### config.mk
export PLATFORM = sky130hd
export DESIGN_NAME = sfs_frame_seq
export DESIGN_NICKNAME = d
export VERILOG_FILES = /design/src/rtl/sfs_pkg.sv /design/src/rtl/sfs_div_edge.sv /design/src/rtl/sfs_step_ctr.sv /design/src/rtl/sfs_tick_dec.sv /design/src/rtl/sfs_frame_seq.sv
export SDC_FILE = /design/constraint.sdc
export NUM_CORES = 1
export LEC_CHECK = 0
export BUFFER_PORTS_ARGS = -buffer_cell sky130_fd_sc_hd__buf_2
export CAP_MARGIN = 5
export CORE_AREA = 5 5 42 44
export DETAILED_ROUTE_END_ITERATION = 6
export DIE_AREA = 0 0 47 49
export GPL_TIMING_DRIVEN = 0
export PLACE_DENSITY_LB_ADDON = 0.3
export SLEW_MARGIN = 20
export SYNTH_ARGS = -nofsm -noshare
export SYNTH_HDL_FRONTEND = slang
export SYNTH_SLANG_ARGS = --single-unit
export TNS_END_PERCENT = 5
### constraint.sdc
create_clock -name clk_i -period 1.3 [get_ports clk_i]
set_input_delay 0.13 -clock clk_i [delete_from_list [all_inputs] [get_ports clk_i]]
set_output_delay 0.13 -clock clk_i [all_outputs]
set_load 0.005 [all_outputs]
### src/rtl/sfs_pkg.sv
package sfs_pkg;

   // Grouped strobe set issued after one step
   typedef struct packed {
      logic len;
      logic swp;
      logic env;
   } sfs_tick_t;

   localparam int SFS_NUM_EVENTS = 3;

   function automatic bit sfs_is_pow2(input int v);
      return (v > 0) && ((v & (v - 1)) == 0);
   endfunction

endpackage

### src/rtl/sfs_div_edge.sv
module sfs_div_edge #(
   parameter int DIV_W    = 16,
   parameter int NORM_BIT = 4,
   parameter int FAST_BIT = 5
) (
   input  logic             clk_i,
   input  logic             rst_ni,
   input  logic [DIV_W-1:0] div_i,
   input  logic             fast_i,
   input  logic             div_wr_i,
   output logic             fall_o
);

   logic watched;
   logic prev_q;
   logic fast_q;
   logic mode_chg;

   generate
      if (NORM_BIT == FAST_BIT) begin : g_single_bit
         assign watched = div_i[NORM_BIT];
      end else begin : g_sel_bit
         assign watched = fast_i ? div_i[FAST_BIT] : div_i[NORM_BIT];
      end
   endgenerate

   // A speed switch moves the watched bit; that cycle must not be read as an edge
   assign mode_chg = (fast_i != fast_q);

   assign fall_o = !mode_chg &&
                   ((prev_q && !watched) || (div_wr_i && watched));

   always_ff @(posedge clk_i or negedge rst_ni) begin
      if (!rst_ni) begin
         prev_q <= 1'b0;
         fast_q <= 1'b0;
      end else begin
         fast_q <= fast_i;
         // a divider write clears the bit, so the next sample starts from 0
         prev_q <= div_wr_i ? 1'b0 : watched;
      end
   end

endmodule

### src/rtl/sfs_step_ctr.sv
module sfs_step_ctr #(
   parameter int STEP_W = 3
) (
   input  logic              clk_i,
   input  logic              rst_ni,
   input  logic              en_i,
   input  logic              adv_i,
   output logic [STEP_W-1:0] step_o
);

   logic [STEP_W-1:0] step_q;

   always_ff @(posedge clk_i or negedge rst_ni) begin
      if (!rst_ni) begin
         step_q <= '0;
      end else if (!en_i) begin
         step_q <= '0;
      end else if (adv_i) begin
         step_q <= step_q + 1'b1;
      end
   end

   assign step_o = step_q;

endmodule

### src/rtl/sfs_tick_dec.sv
module sfs_tick_dec #(
   parameter int STEP_W = 3,
   parameter int EVERY  = 2,
   parameter int PHASE  = 0
) (
   input  logic [STEP_W-1:0] step_i,
   output logic              hit_o
);

   localparam logic [STEP_W-1:0] MASK = STEP_W'(EVERY - 1);
   localparam logic [STEP_W-1:0] PH   = STEP_W'(PHASE);

   generate
      if (EVERY == 1) begin : g_every_step
         assign hit_o = 1'b1;
      end else begin : g_masked
         assign hit_o = ((step_i & MASK) == PH);
      end
   endgenerate

endmodule

### src/rtl/sfs_frame_seq.sv
module sfs_frame_seq #(
   parameter int DIV_W     = 16,
   parameter int NORM_BIT  = 4,
   parameter int FAST_BIT  = 5,
   parameter int STEP_W    = 3,
   parameter int LEN_EVERY = 2,
   parameter int LEN_PHASE = 0,
   parameter int SWP_EVERY = 4,
   parameter int SWP_PHASE = 2,
   parameter int ENV_EVERY = 8,
   parameter int ENV_PHASE = 7
) (
   input  logic              clk_i,
   input  logic              rst_ni,
   input  logic              snd_en_i,
   input  logic [DIV_W-1:0]  div_i,
   input  logic              fast_i,
   input  logic              div_wr_i,
   output logic              len_tick_o,
   output logic              swp_tick_o,
   output logic              env_tick_o,
   output logic [STEP_W-1:0] step_o
);

   import sfs_pkg::*;

   localparam int STEPS = 1 << STEP_W;

   // Elaboration-time parameter checks
   generate
      if (NORM_BIT >= DIV_W || FAST_BIT >= DIV_W) begin : g_bad_bit
         $error("watched divider bit outside divider width");
      end
      if (!sfs_is_pow2(LEN_EVERY) || LEN_EVERY > STEPS || LEN_PHASE >= LEN_EVERY) begin : g_bad_len
         $error("length schedule does not fit the step counter");
      end
      if (!sfs_is_pow2(SWP_EVERY) || SWP_EVERY > STEPS || SWP_PHASE >= SWP_EVERY) begin : g_bad_swp
         $error("sweep schedule does not fit the step counter");
      end
      if (!sfs_is_pow2(ENV_EVERY) || ENV_EVERY > STEPS || ENV_PHASE >= ENV_EVERY) begin : g_bad_env
         $error("envelope schedule does not fit the step counter");
      end
   endgenerate

   logic              fall;
   logic [STEP_W-1:0] step;
   sfs_tick_t         hit;
   sfs_tick_t         tick_q;

   sfs_div_edge #(
      .DIV_W   (DIV_W),
      .NORM_BIT(NORM_BIT),
      .FAST_BIT(FAST_BIT)
   ) u_edge (
      .clk_i   (clk_i),
      .rst_ni  (rst_ni),
      .div_i   (div_i),
      .fast_i  (fast_i),
      .div_wr_i(div_wr_i),
      .fall_o  (fall)
   );

   sfs_step_ctr #(.STEP_W(STEP_W)) u_ctr (
      .clk_i (clk_i),
      .rst_ni(rst_ni),
      .en_i  (snd_en_i),
      .adv_i (fall),
      .step_o(step)
   );

   sfs_tick_dec #(.STEP_W(STEP_W), .EVERY(LEN_EVERY), .PHASE(LEN_PHASE)) u_dec_len (
      .step_i(step), .hit_o(hit.len)
   );
   sfs_tick_dec #(.STEP_W(STEP_W), .EVERY(SWP_EVERY), .PHASE(SWP_PHASE)) u_dec_swp (
      .step_i(step), .hit_o(hit.swp)
   );
   sfs_tick_dec #(.STEP_W(STEP_W), .EVERY(ENV_EVERY), .PHASE(ENV_PHASE)) u_dec_env (
      .step_i(step), .hit_o(hit.env)
   );

   // Strobes are decoded from the step being left and registered with the advance
   always_ff @(posedge clk_i or negedge rst_ni) begin
      if (!rst_ni) begin
         tick_q <= '0;
      end else if (!snd_en_i || !fall) begin
         tick_q <= '0;
      end else begin
         tick_q <= hit;
      end
   end

   assign len_tick_o = tick_q.len;
   assign swp_tick_o = tick_q.swp;
   assign env_tick_o = tick_q.env;
   assign step_o     = step;

endmodule

Word level (Yosys, flattened, before mapping)
Cells that the tools add are included.
- register bits: 8
- logic and storage cells: 26
- $add $sub $neg: 1
- equality and inequality tests: 4
- mux-type cells: 5
- reduce and logical (&&, ||, !) cells: 10
- operators with widths (kind ; number):
    3-bit two-way mux ; 3
    1-bit zero test ; 4
    3-bit by 1-bit adder with 3-bit output (second input constant) ; 1
    3-bit == test (second input constant) ; 1
    1-bit logical AND ; 3
    3-bit zero test ; 1
    2-bit == test (second input constant) ; 1
    1-bit logical OR ; 2
    1-bit two-way mux ; 2
    2-bit by 1-bit inequality test with 1-bit output (second input constant) ; 1
    1-bit inequality test ; 1

Logic depth before layout (Yosys ltp)
Gate-level depths: netlist of the first run.
- depth after elaboration: 8
- mapped depth: 4

Cells and area by module
From an unflattened synthesis of the first run, not the netlist that was laid out.
- cell total of the unflattened synthesis: 30
- area total of the unflattened synthesis: 360.3 um^2
- modules (own cells, without submodules) (module ; times used ; cells an instance ; area each (um^2)):
    sfs_step_ctr ; 1 ; 12 ; 142.6
    sfs_div_edge ; 1 ; 9 ; 100.1
    sfs_frame_seq ; 1 ; 6 ; 93.8
    sfs_tick_dec at u_dec_swp ; 1 ; 1 ; 13.8
    sfs_tick_dec at u_dec_env ; 1 ; 1 ; 6.3
    sfs_tick_dec at u_dec_len ; 1 ; 1 ; 3.8

Worst setup path before layout of the first run
No wires, ideal clock.
- kind: reg-to-reg
- start: register u_edge.fast_q
- end: register tick_q, in the netlist env_tick_o
- data arrival time: 1.164 ns
- path slack: 0.070 ns
- stages on the path, launching flop included: 5
- clock period less this slack: 1.230 ns
- cells stage by stage: dfrtp_1 or3_1 o21ai_2 a22oi_2 and3b_1
- word-level cells in the longest chain between the ends: 6
- ends and longest elaborated chain (what ; line ; text):
    from (decl) ; sfs_div_edge.sv:16 ; logic fast_q;
    from (signal assigned) ; sfs_div_edge.sv:38 ; fast_q <= fast_i;
    1-bit inequality test ; sfs_div_edge.sv:28 ; assign mode_chg = (fast_i != fast_q);
    1-bit zero test ; sfs_div_edge.sv:30 ; assign fall_o = !mode_chg &&
    1-bit logical AND ; sfs_div_edge.sv:30 ;
    1-bit zero test ; sfs_frame_seq.sv:85 ; end else if (!snd_en_i || !fall) begin
    1-bit logical OR ; sfs_frame_seq.sv:85 ;
    3-bit two-way mux ; sfs_frame_seq.sv:85 ;
    to (signal assigned) ; sfs_frame_seq.sv:88 ; tick_q <= hit;
    to (decl) ; sfs_frame_seq.sv:48 ; sfs_tick_t tick_q;
No other way between the ends.
A chain may end at the register's enable or synchronous reset.

Worst setup path after layout of the first run
Same ends and word-level chain as after synthesis.

==> impl_metrics.toml, run 1 <==
[logic_synthesis]
synth_seq_area_share_pct = 53.5
ys_async_sr_fraction_pct = 100
synthesis.area_um2 = 374
synthTopCellsByCount = "8 x dfrtp_1, 7 x nand2_1, 3 x ha_1, 3 x mux2i_1"
yosysMostFrequentCell = "dfrtp_1"
ys_types = 14
synth_warnings = 0
ys.flop_type = "dfrtp_1"
syn_nets = 57
postSynthAreaPerCell_um2 = 11.3
ys_ff_latch = 8
yosys.area.top_type = "dfrtp_1"
synth-edff-count = 0
synthTopCellsByArea = "dfrtp_1 54%, ha_1 10%, mux2i_1 8.0%"
post-synth-top-area-fraction_pct = 53.5
syn_inst = 33

[sta]
rsz0062_at_grt = "no"
worstMarginPinSlew_ns = 0.363
finalCritPeriodShare_pct = 95.3
tns_ns = 0
relSlewSlack_pct = 75.8
clock_skew_ns = 0.00246
final-max-slew-violation-count = 0
min_period_ns = 1.24
hold_viol = 0
max_freq_mhz = 807
setup_viol = 0

[setup_path]
path_max_fanout = 6
rr_startpoint = "u_edge.fast_q"
arrival_ns = 1.42
cp.required_ns = 1.48
critPathKind = "reg -> reg"
r2r_setup_slack_ns = 0.06
crit_path_end_kind = "flop"
r2r_end = "env_tick_o"
ff2ff_path_depth = 4
crit_path_start_kind = "flop"

[final_layout]
diodes = 0
fin_area_um2 = 487
drive_gt1_share_pct = 34.7
fin_nets = 75
area_growth_pct = 30.1

[global_routing]
first_global_vias = 311
track_usage_pct = 7.12
grt_max_degree = 9
overflow = 0
grt_pass1_wl_mm = 1.18
antenna_found_initial = 0

[drt]
vias = 290
viasPerCell = 4.46
wl_per_cell_um = 9.74
drt_iter0_markers = 4
drt-pass1-iter-count = 3
wl_um = 633
postRouteAntennaNets = 0
drc = 0

[power]
p_per_area_mw_per_mm2 = 1020
ir_drop_mv = 0.513
p_leak_nw = 0.281
power_mw = 0.497

[floorplanning]
fp.dieArea_mm2 = 0.00230
pin_count = 27
initial_utilization_pct = 26.7
core-area_mm2 = 0.00140
die_w_um = 47
num_rows = 14
dieHeight_um = 49

[min_path]
hold_path_end = "u_edge.fast_q"
hp-class = "in -> reg"
hp-start = "fast_i"
min_path_cells = 1

[clocking]
clock_path_buffers = 2
cts_sinks = 8
root_buffer = "clkbuf_4"
numCtsBuffers = 3
postCtsSetupBuffers = 0
cts_tree = "done"
clk_latency_ns = 0.24
htreeDepth = 1
clkTransAtPathRegs_ns = 0.05

[placement]
placed_area_um2 = 454
numPortBuffers = 12
gp_congestion = 0.696
hpwl_um = 519

[flow_run]
cap_violations = 0

[outcome]
status = "completed"
-- worst max-delay path: stages, from the launching register on --
cell and delay, ns:
dfrtp_1 0.39, or3_1 0.33, o21ai_2 0.07, a22oi_2 0.15, and3b_1 0.24
-- power breakdown --
part | switching (mW) | internal, mW
clock | 0.0717 | 0.105
sequential | 0.00641 | 0.258
combinational | 0.0298 | 0.0265
total | 0.108 | 0.389
-- per-stage QoR --
stage               instances  utilization [%]  setup WS, ns  hold slack (ns)
floorplan                  33                -        0.0700           -0.166
global placement           61             32.4       0.00411          -0.0194
detailed placement         61             32.4      -0.00112          -0.0185
CTS                        65             34.7        0.0408           0.0389
global route               65             34.7       0.00305           0.0524
finish                     65             34.7        0.0608           0.0488
-- flip-flops by register name (all words and copies together), names as in the netlist --
register and cells:
swp_tick_o 1, u_edge.fast_q 1, env_tick_o 1, len_tick_o 1
u_edge.prev_q 1, u_ctr.step_o 3
-- cells by family (layout without fill, tap and decap cells) --
family / count (synthesis) / count (layout) / share of synthesized area [%]
and+or+nand+nor: 14 / 14 / 19.1
DFF: 8 / 8 / 53.5
AOI/OAI and AO/OA: 4 / 4 / 8.36
adders and majority gates: 3 / 3 / 10.0
muxes: 3 / 3 / 8.03
buffers and inverters: 1 / 17 / 1.00
-- timing repair --
action,in CTS,in global routing
hold buffers,1,0
setup endpoints to repair,2,0
gates resized for setup,0,0
hold endpoints to repair,8,0
-- placed cells by master, fill, tap and decap left out --
master         synthesis  final
buf_2                  0     12
dfrtp_1                8      8
nand2_1                7      7
mux2i_1                3      3
ha_1                   3      3
clkbuf_4               0      3
nand2b_1               2      2
and3b_1                2      2
inv_1                  1      1
or3_1                  1      1
o21ai_2                1      1
nand3_1                1      1
o21ai_1                1      1
a22oi_2                1      1
a21oi_1                1      1
nor2_1                 1      1
dlygate4sd3_1          0      1
-- metal layers --
layer  GRT usage (%)  up-vias  part of all wire, %
met5               0        -                    0
met4            2.76        0                    0
met3            4.43        0                  6.5
met2            11.5        7                   53
met1            7.05      137                   40
li1                -      146                    -
-- cell type report --
type | instances | area (um^2)
fill | 153 | 915
sequential | 8 | 200
multi-input combinational | 24 | 170
timing repair buffer | 13 | 70.1
clock buffer | 3 | 22.5
tap | 16 | 20.0
inverter | 1 | 3.75
-- worst max path at each step --
stage | startpoint | to | slack, ns | depth (start not counted)
global route | u_edge.fast_q | env_tick_o | 0.003 | 4
detailed placement | u_edge.fast_q | env_tick_o | -0.001 | 4
CTS | u_edge.fast_q | env_tick_o | 0.04 | 4
global placement | u_edge.fast_q | swp_tick_o | 0.004 | 4
floorplan | u_edge.fast_q | env_tick_o | 0.07 | 4
finish | u_edge.fast_q | env_tick_o | 0.06 | 4
No activity file was read; power rests on OpenSTA's default activity.
==> run 2: changes to the inputs <==
- ABC_AREA: not set -> 1
- SYNTH_HIERARCHICAL: not set -> 1
==> run 2 against run 1 <==
  * Clock-buffer cell count stayed put
  * Critical path depth is 4 higher
  * Via count is 10% higher
  * Worst hold slack worse by 0.026 ns
  * Setup slack better by 0.14 ns
  * Fmax is 13% higher
  * Non-clock buffer count stayed put
  * Sequential cell count stayed put
  * Final area stayed put
  * First-iteration DRC count grew to 2.5 times the previous value
  * Global-route usage hardly changed
  * Sequential power is 3% higher
  * Critical endpoint is now u_ctr/step_o[1]
  * Largest power group unchanged
==> impl_metrics.toml, run 2 <==
[clocking]
htreeDepth = 1
numCtsBuffers = 3
root_buffer = "clkbuf_4"
clk_latency_ns = 0.25
cts_sinks = 8
clkTransAtPathRegs_ns = 0.06
cts_tree = "done"
postCtsSetupBuffers = 0
clock_path_buffers = 2

[final_layout]
largest_reg_flops = 3
fin_area_um2 = 487
diodes = 0
final_core_utilization_pct = 34.7
fin_nets = 86
layout_commonest_cell = "buf_2"
area_growth_pct = 31.0
fin_cells = 78
mostFrequentLayoutCells = "12 x buf_2, 11 x inv_1, 9 x nand2_1, 8 x dfrtp_1, 6 x nor2_1"
fillers = 160
drive_gt1_share_pct = 32.3

[drt]
wl_um = 680
drc = 0
drt-pass1-iter-count = 2
postRouteAntennaNets = 0
wl_per_cell_um = 8.72
viasPerCell = 4.10
vias = 320
drt_iter0_markers = 10

[global_routing]
overflow = 0
grt_pass1_wl_mm = 1.08
first_global_vias = 286
antenna_found_initial = 0
grt_max_degree = 9
track_usage_pct = 7.10

[setup_path]
cp.required_ns = 1.45
crit_chain = "inv_1, nand2_1, nand2_1, nand2_1, nor2_2, inv_1, nor2_1, nor2_1"
critPathTopFamily = "simple AND/OR/NAND/NOR gates"
critPathKind = "reg -> reg"
cp_common_cell = "nand2_1"
path_max_fanout = 6
cp_slowest_cell = "dfrtp_1"
r2r_setup_slack_ns = 0.20
arrival_ns = 1.25
crit_buf_inv = 2
slowest_delay_ns = 0.37
crit_path_end_kind = "flop"
crit_path_start_kind = "flop"

[power]
p_per_area_mw_per_mm2 = 1090
power_mw = 0.528
p_leak_nw = 0.276
ir_drop_mv = 0.446

[logic_synthesis]
syn_inst = 46
syn_nets = 68
synthTopCellsByCount = "11 x inv_1, 9 x nand2_1, 8 x dfrtp_1, 7 x nor2_1, 4 x nand3_1"
yosysMostFrequentCell = "inv_1"
ys_ff_latch = 8
yosys.area.top_type = "dfrtp_1"
synth_warnings = 6
ys_async_sr_fraction_pct = 100
synth-edff-count = 0
postSynthAreaPerCell_um2 = 8.08
synth_seq_area_share_pct = 53.9
synthTopCellsByArea = "dfrtp_1 54%, inv_1 11%, nand2_1 9.1%"
ys.flop_type = "dfrtp_1"
ys_types = 11
synthesis.area_um2 = 372
post-synth-top-area-fraction_pct = 53.9

[sta]
min_period_ns = 1.10
rsz0062_at_grt = "no"
worstMarginPinSlew_ns = 0.237
hold_ws_ns = 0.0231
fin_ws_ns = 0.199
relSlewSlack_pct = 84.2
final-max-slew-violation-count = 0
finalCritPeriodShare_pct = 84.7
max_freq_mhz = 908
clock_skew_ns = 0.00459
tns_ns = 0
setup_viol = 0
hold_viol = 0

[outcome]
status = "completed"

[floorplanning]
core-area_mm2 = 0.00140
die_w_um = 47
pin_count = 27
fp.dieArea_mm2 = 0.00230
dieHeight_um = 49
num_rows = 14
initial_utilization_pct = 26.5

[placement]
numPortBuffers = 12
placed_area_um2 = 452
pre_cts_slack_ns = 0.0738
hpwl_um = 522
dp.cells = 74
gp_congestion = 0.681

[flow_run]
cap_violations = 0

[min_path]
hp-class = "in -> reg"
-- run 2: changes by cell type after synthesis, moves of 2 or more --
cell	before	now
nor2_2	0	2
inv_1	1	11
nand2_1	7	9
mux2i_1	3	0
nand2b_1	2	0
nand3_1	1	4
ha_1	3	1
nor2_1	1	7
and3b_1	2	0
-- run 2: logic make-up after synthesis --
kind of cell    after synthesis  synth area share, %
fa+ha+maj                     1                 3.37
simple gates                 23                 26.6
flops                         8                 53.9
buf+inv                      11                 11.1
compound gates                3                 5.05
-- run 2: layer usage --
layer	part of all wire (%)	track usage, %	wire length, um	vias up
met5	0	0	0	-
li1	-	-	-	169
met4	1.3	8.29	9	0
met3	8.5	3.69	58	2
met2	48	9.28	323	7
met1	42	7.00	288	142
-- run 2: what timing repair did --
action	in CTS	in global routing
hold buffers	1	0
endpoints found under the setup margin	0	5
resized for setup	0	1
hold endpoints to repair	8	0
-- run 2: final timing paths --
kind	start	end	cells past startpoint
max	u_edge/fast_q	u_ctr/step_o[1]	8
max reg2reg	u_edge/fast_q	u_ctr/step_o[1]	8
min in group asynchronous	rst_ni	u_edge/fast_q	2
min reg2reg	u_ctr/step_o[2]	u_ctr/step_o[2]	2
max in group asynchronous	rst_ni	env_tick_o	2
min	fast_i	u_edge/fast_q	1
-- run 2: area by class of cell --
type / instances / area [um^2] / share of cell area [%]
sequential: 8 / 200 / 41.1
inverter: 11 / 41.3 / 8.48
clock buffer: 3 / 22.5 / 4.63
tap: 16 / 20.0 / 4.11
timing repair buffer: 13 / 70.1 / 14.4
multi-input combinational: 27 / 133 / 27.2
-- run 2: report_power, final --
part / total, mW / internal, mW / switching [mW]
Combinational: 0.0677 / 0.0291 / 0.0385
Sequential: 0.271 / 0.260 / 0.0109
Clock: 0.190 / 0.106 / 0.0840
==> run 3: changes to the inputs <==
- ABC_AREA: 1 -> 0
- clock period: 1.3 -> 1 ns (I/O delays scaled with it)
==> run 3 against run 2 <==
  * The flow now finishes with violations (negative setup slack)
  * Global-route usage grew 0.081 points
  * Critical path type unchanged
  * Non-clock buffer count grew 1
  * Worst hold slack lost 0.017 ns
  * Critical path depth shrank 4
  * Area after synthesis shrank 3.0%
  * Fmax shrank 7.3%
  * Clock power grew 24%
  * Combinational power grew 37%
  * Clock skew shrank 0.0042 ns
  * Synthesized cell count shrank 35%
  * Largest cell class unchanged
==> impl_metrics.toml, run 3 <==
[sta]
relSlewSlack_pct = 84.7
hold_viol = 0
fin_ws_ns = -0.188
finalCritPeriodShare_pct = 119
clock_skew_ns = 0.000428
max_freq_mhz = 842
setup_viol = 6
min_period_ns = 1.19
worstMarginPinSlew_ns = 0.225
rsz0062_at_grt = "yes"
final-max-slew-violation-count = 0

[setup_path]
crit_path_end_kind = "flop"
crit_path_start_kind = "flop"
cp.required_ns = 1.14
rr_startpoint = "u_edge/fast_q"
arrival_ns = 1.32
path_max_fanout = 5
critPathKind = "reg -> reg"
crit_start = "u_edge/fast_q"

[global_routing]
antenna_found_initial = 0
first_global_vias = 294
track_usage_pct = 7.18
grt_pass1_wl_mm = 1.15
grt_max_degree = 9
overflow = 0

[placement]
pre_cts_slack_ns = -0.202
dp.cells = 58
placed_area_um2 = 454
gp_congestion = 0.700
numPortBuffers = 12
hpwl_um = 505

[floorplanning]
die_w_um = 47
dieHeight_um = 49
fp.dieArea_mm2 = 0.00230
initial_utilization_pct = 25.7
core-area_mm2 = 0.00140
pin_count = 27
num_rows = 14

[final_layout]
fin_nets = 71
mostFrequentLayoutCells = "12 x buf_2, 7 x dfrtp_1, 4 x and3_1"
fillers = 153
diodes = 0
drive_gt1_share_pct = 44.7
fin_cells = 63
area_growth_pct = 39.6
fin_area_um2 = 503
layout_commonest_cell = "buf_2"
seq_area_um2 = 201
largest_reg_flops = 3
multi_input_area_um2 = 178
final_core_utilization_pct = 35.9

[logic_synthesis]
synthesis.area_um2 = 360
synthTopCellsByArea = "dfrtp_1 56%, mux2i_1 14%, and3_1 6.9%"
synthTopCellsByCount = "8 x dfrtp_1, 5 x mux2i_1, 4 x and3_1, 3 x nand2_1"
ys_ff_latch = 8
synth_warnings = 6
postSynthAreaPerCell_um2 = 12.0
yosysMostFrequentCell = "dfrtp_1"
ys_types = 14
post-synth-top-area-fraction_pct = 55.6
syn_inst = 30
syn_nets = 52
ys_async_sr_fraction_pct = 100
synth_seq_area_share_pct = 55.6
yosys.area.top_type = "dfrtp_1"
ys.flop_type = "dfrtp_1"
synth-edff-count = 0

[clocking]
clkTransAtPathRegs_ns = 0.05
htreeDepth = 1
clock_path_buffers = 2
clk_latency_ns = 0.25
numCtsBuffers = 3
cts_sinks = 8
root_buffer = "clkbuf_4"
cts_tree = "done"

[drt]
viasPerCell = 4.29
wl_um = 674
drt_iter0_markers = 3
wl_per_cell_um = 10.7
drc = 0
postRouteAntennaNets = 0
drt-pass1-iter-count = 3
vias = 270

[min_path]
hp-start = "fast_i"
hp-class = "in -> reg"

[flow_run]
cap_violations = 0

[power]
p_leak_nw = 0.276
ir_drop_mv = 0.686
p_per_area_mw_per_mm2 = 1350

[outcome]
violations = "negative setup slack"
status = "finished, violations left"
-- run 3: changes by cell type in the layout (fill, tap and decap cells not counted), moves of 2 or more --
cell,previous run,this run
nor2_2,3,0
mux2i_1,0,3
mux2i_2,0,2
nand2_1,9,3
inv_1,11,1
nor2_1,6,1
and3_1,0,4
nand3_1,4,0
-- run 3: path summary, 6_finish.rpt --
check                      slack [ns]               to  cells after the start
min in group asynchronous        0.22  u_ctr/step_o[1]                      2
hold / removal                  0.006    u_edge/fast_q                      1
setup reg to reg                -0.19  u_ctr/step_o[1]                      4
max in group asynchronous        0.61  u_ctr/step_o[0]                      2
setup / recovery                -0.19  u_ctr/step_o[1]                      4
hold reg to reg                  0.58  u_ctr/step_o[2]                      2
-- run 3: final cells by class --
class                   instances  share of cell area (%)
clock buffers                   3                    4.48
inverters                       1                   0.746
multi-input cells              21                    35.3
flip-flops and latches          8                    40.0
well taps                      16                    3.98
repair buffers                 14                    15.4
-- run 3: worst max-delay path: stages (launching register included) --
cell and delay, ns:
dfrtp_1 0.36, or2_1 0.24, o22ai_4 0.20, mux2i_1 0.21
nor2b_1 0.06
-- run 3: repair_timing --
action / in CTS / in global routing
hold buffers: 1 / 0
setup buffers: 0 / 1
endpoints found under the setup margin: 6 / 7
hold endpoints to repair: 8 / 0
resized for setup: 2 / 1
pin swaps: 3 / 4
-- run 3: where the power goes --
group          internal [mW]  switching, mW
sequential             0.337         0.0135
combinational         0.0486         0.0440
clock                  0.137         0.0982
-- run 3: kinds of logic after synthesis --
| group | share of synthesized area, % |
|---|---|
| AND/OR/NAND/NOR | 21.9 |
| flip-flops | 55.6 |
| AO/OA/AOI/OAI | 1.74 |
| buffers and inverters | 1.04 |
| XOR/XNOR | 2.43 |
| adder cells (fa/ha/maj) | 3.47 |
| multiplexers | 13.9 |
-- run 3: layer usage --
metal	up-vias	routed length (um)	share of wire, %	GRT usage, %
met2	12	284	42	9.73
met5	-	0	0	0
met3	2	72	11	2.21
met1	117	297	44	8.39
li1	139	-	-	-
met4	0	20	3.0	6.91
-- run 3: through the flow --
stage / total power, mW / hold slack, ns / TNS [ns]
2_1_floorplan: 0.397 / -0.196 / -0.307
3_3_place_gp: 0.434 / -0.0525 / -0.648
3_5_place_dp: 0.436 / -0.0517 / -0.748
4_1_cts: 0.688 / 0.00704 / -0.742
5_1_grt: 0.722 / 0.00288 / -1.33
6_report: 0.678 / 0.00628 / -0.868
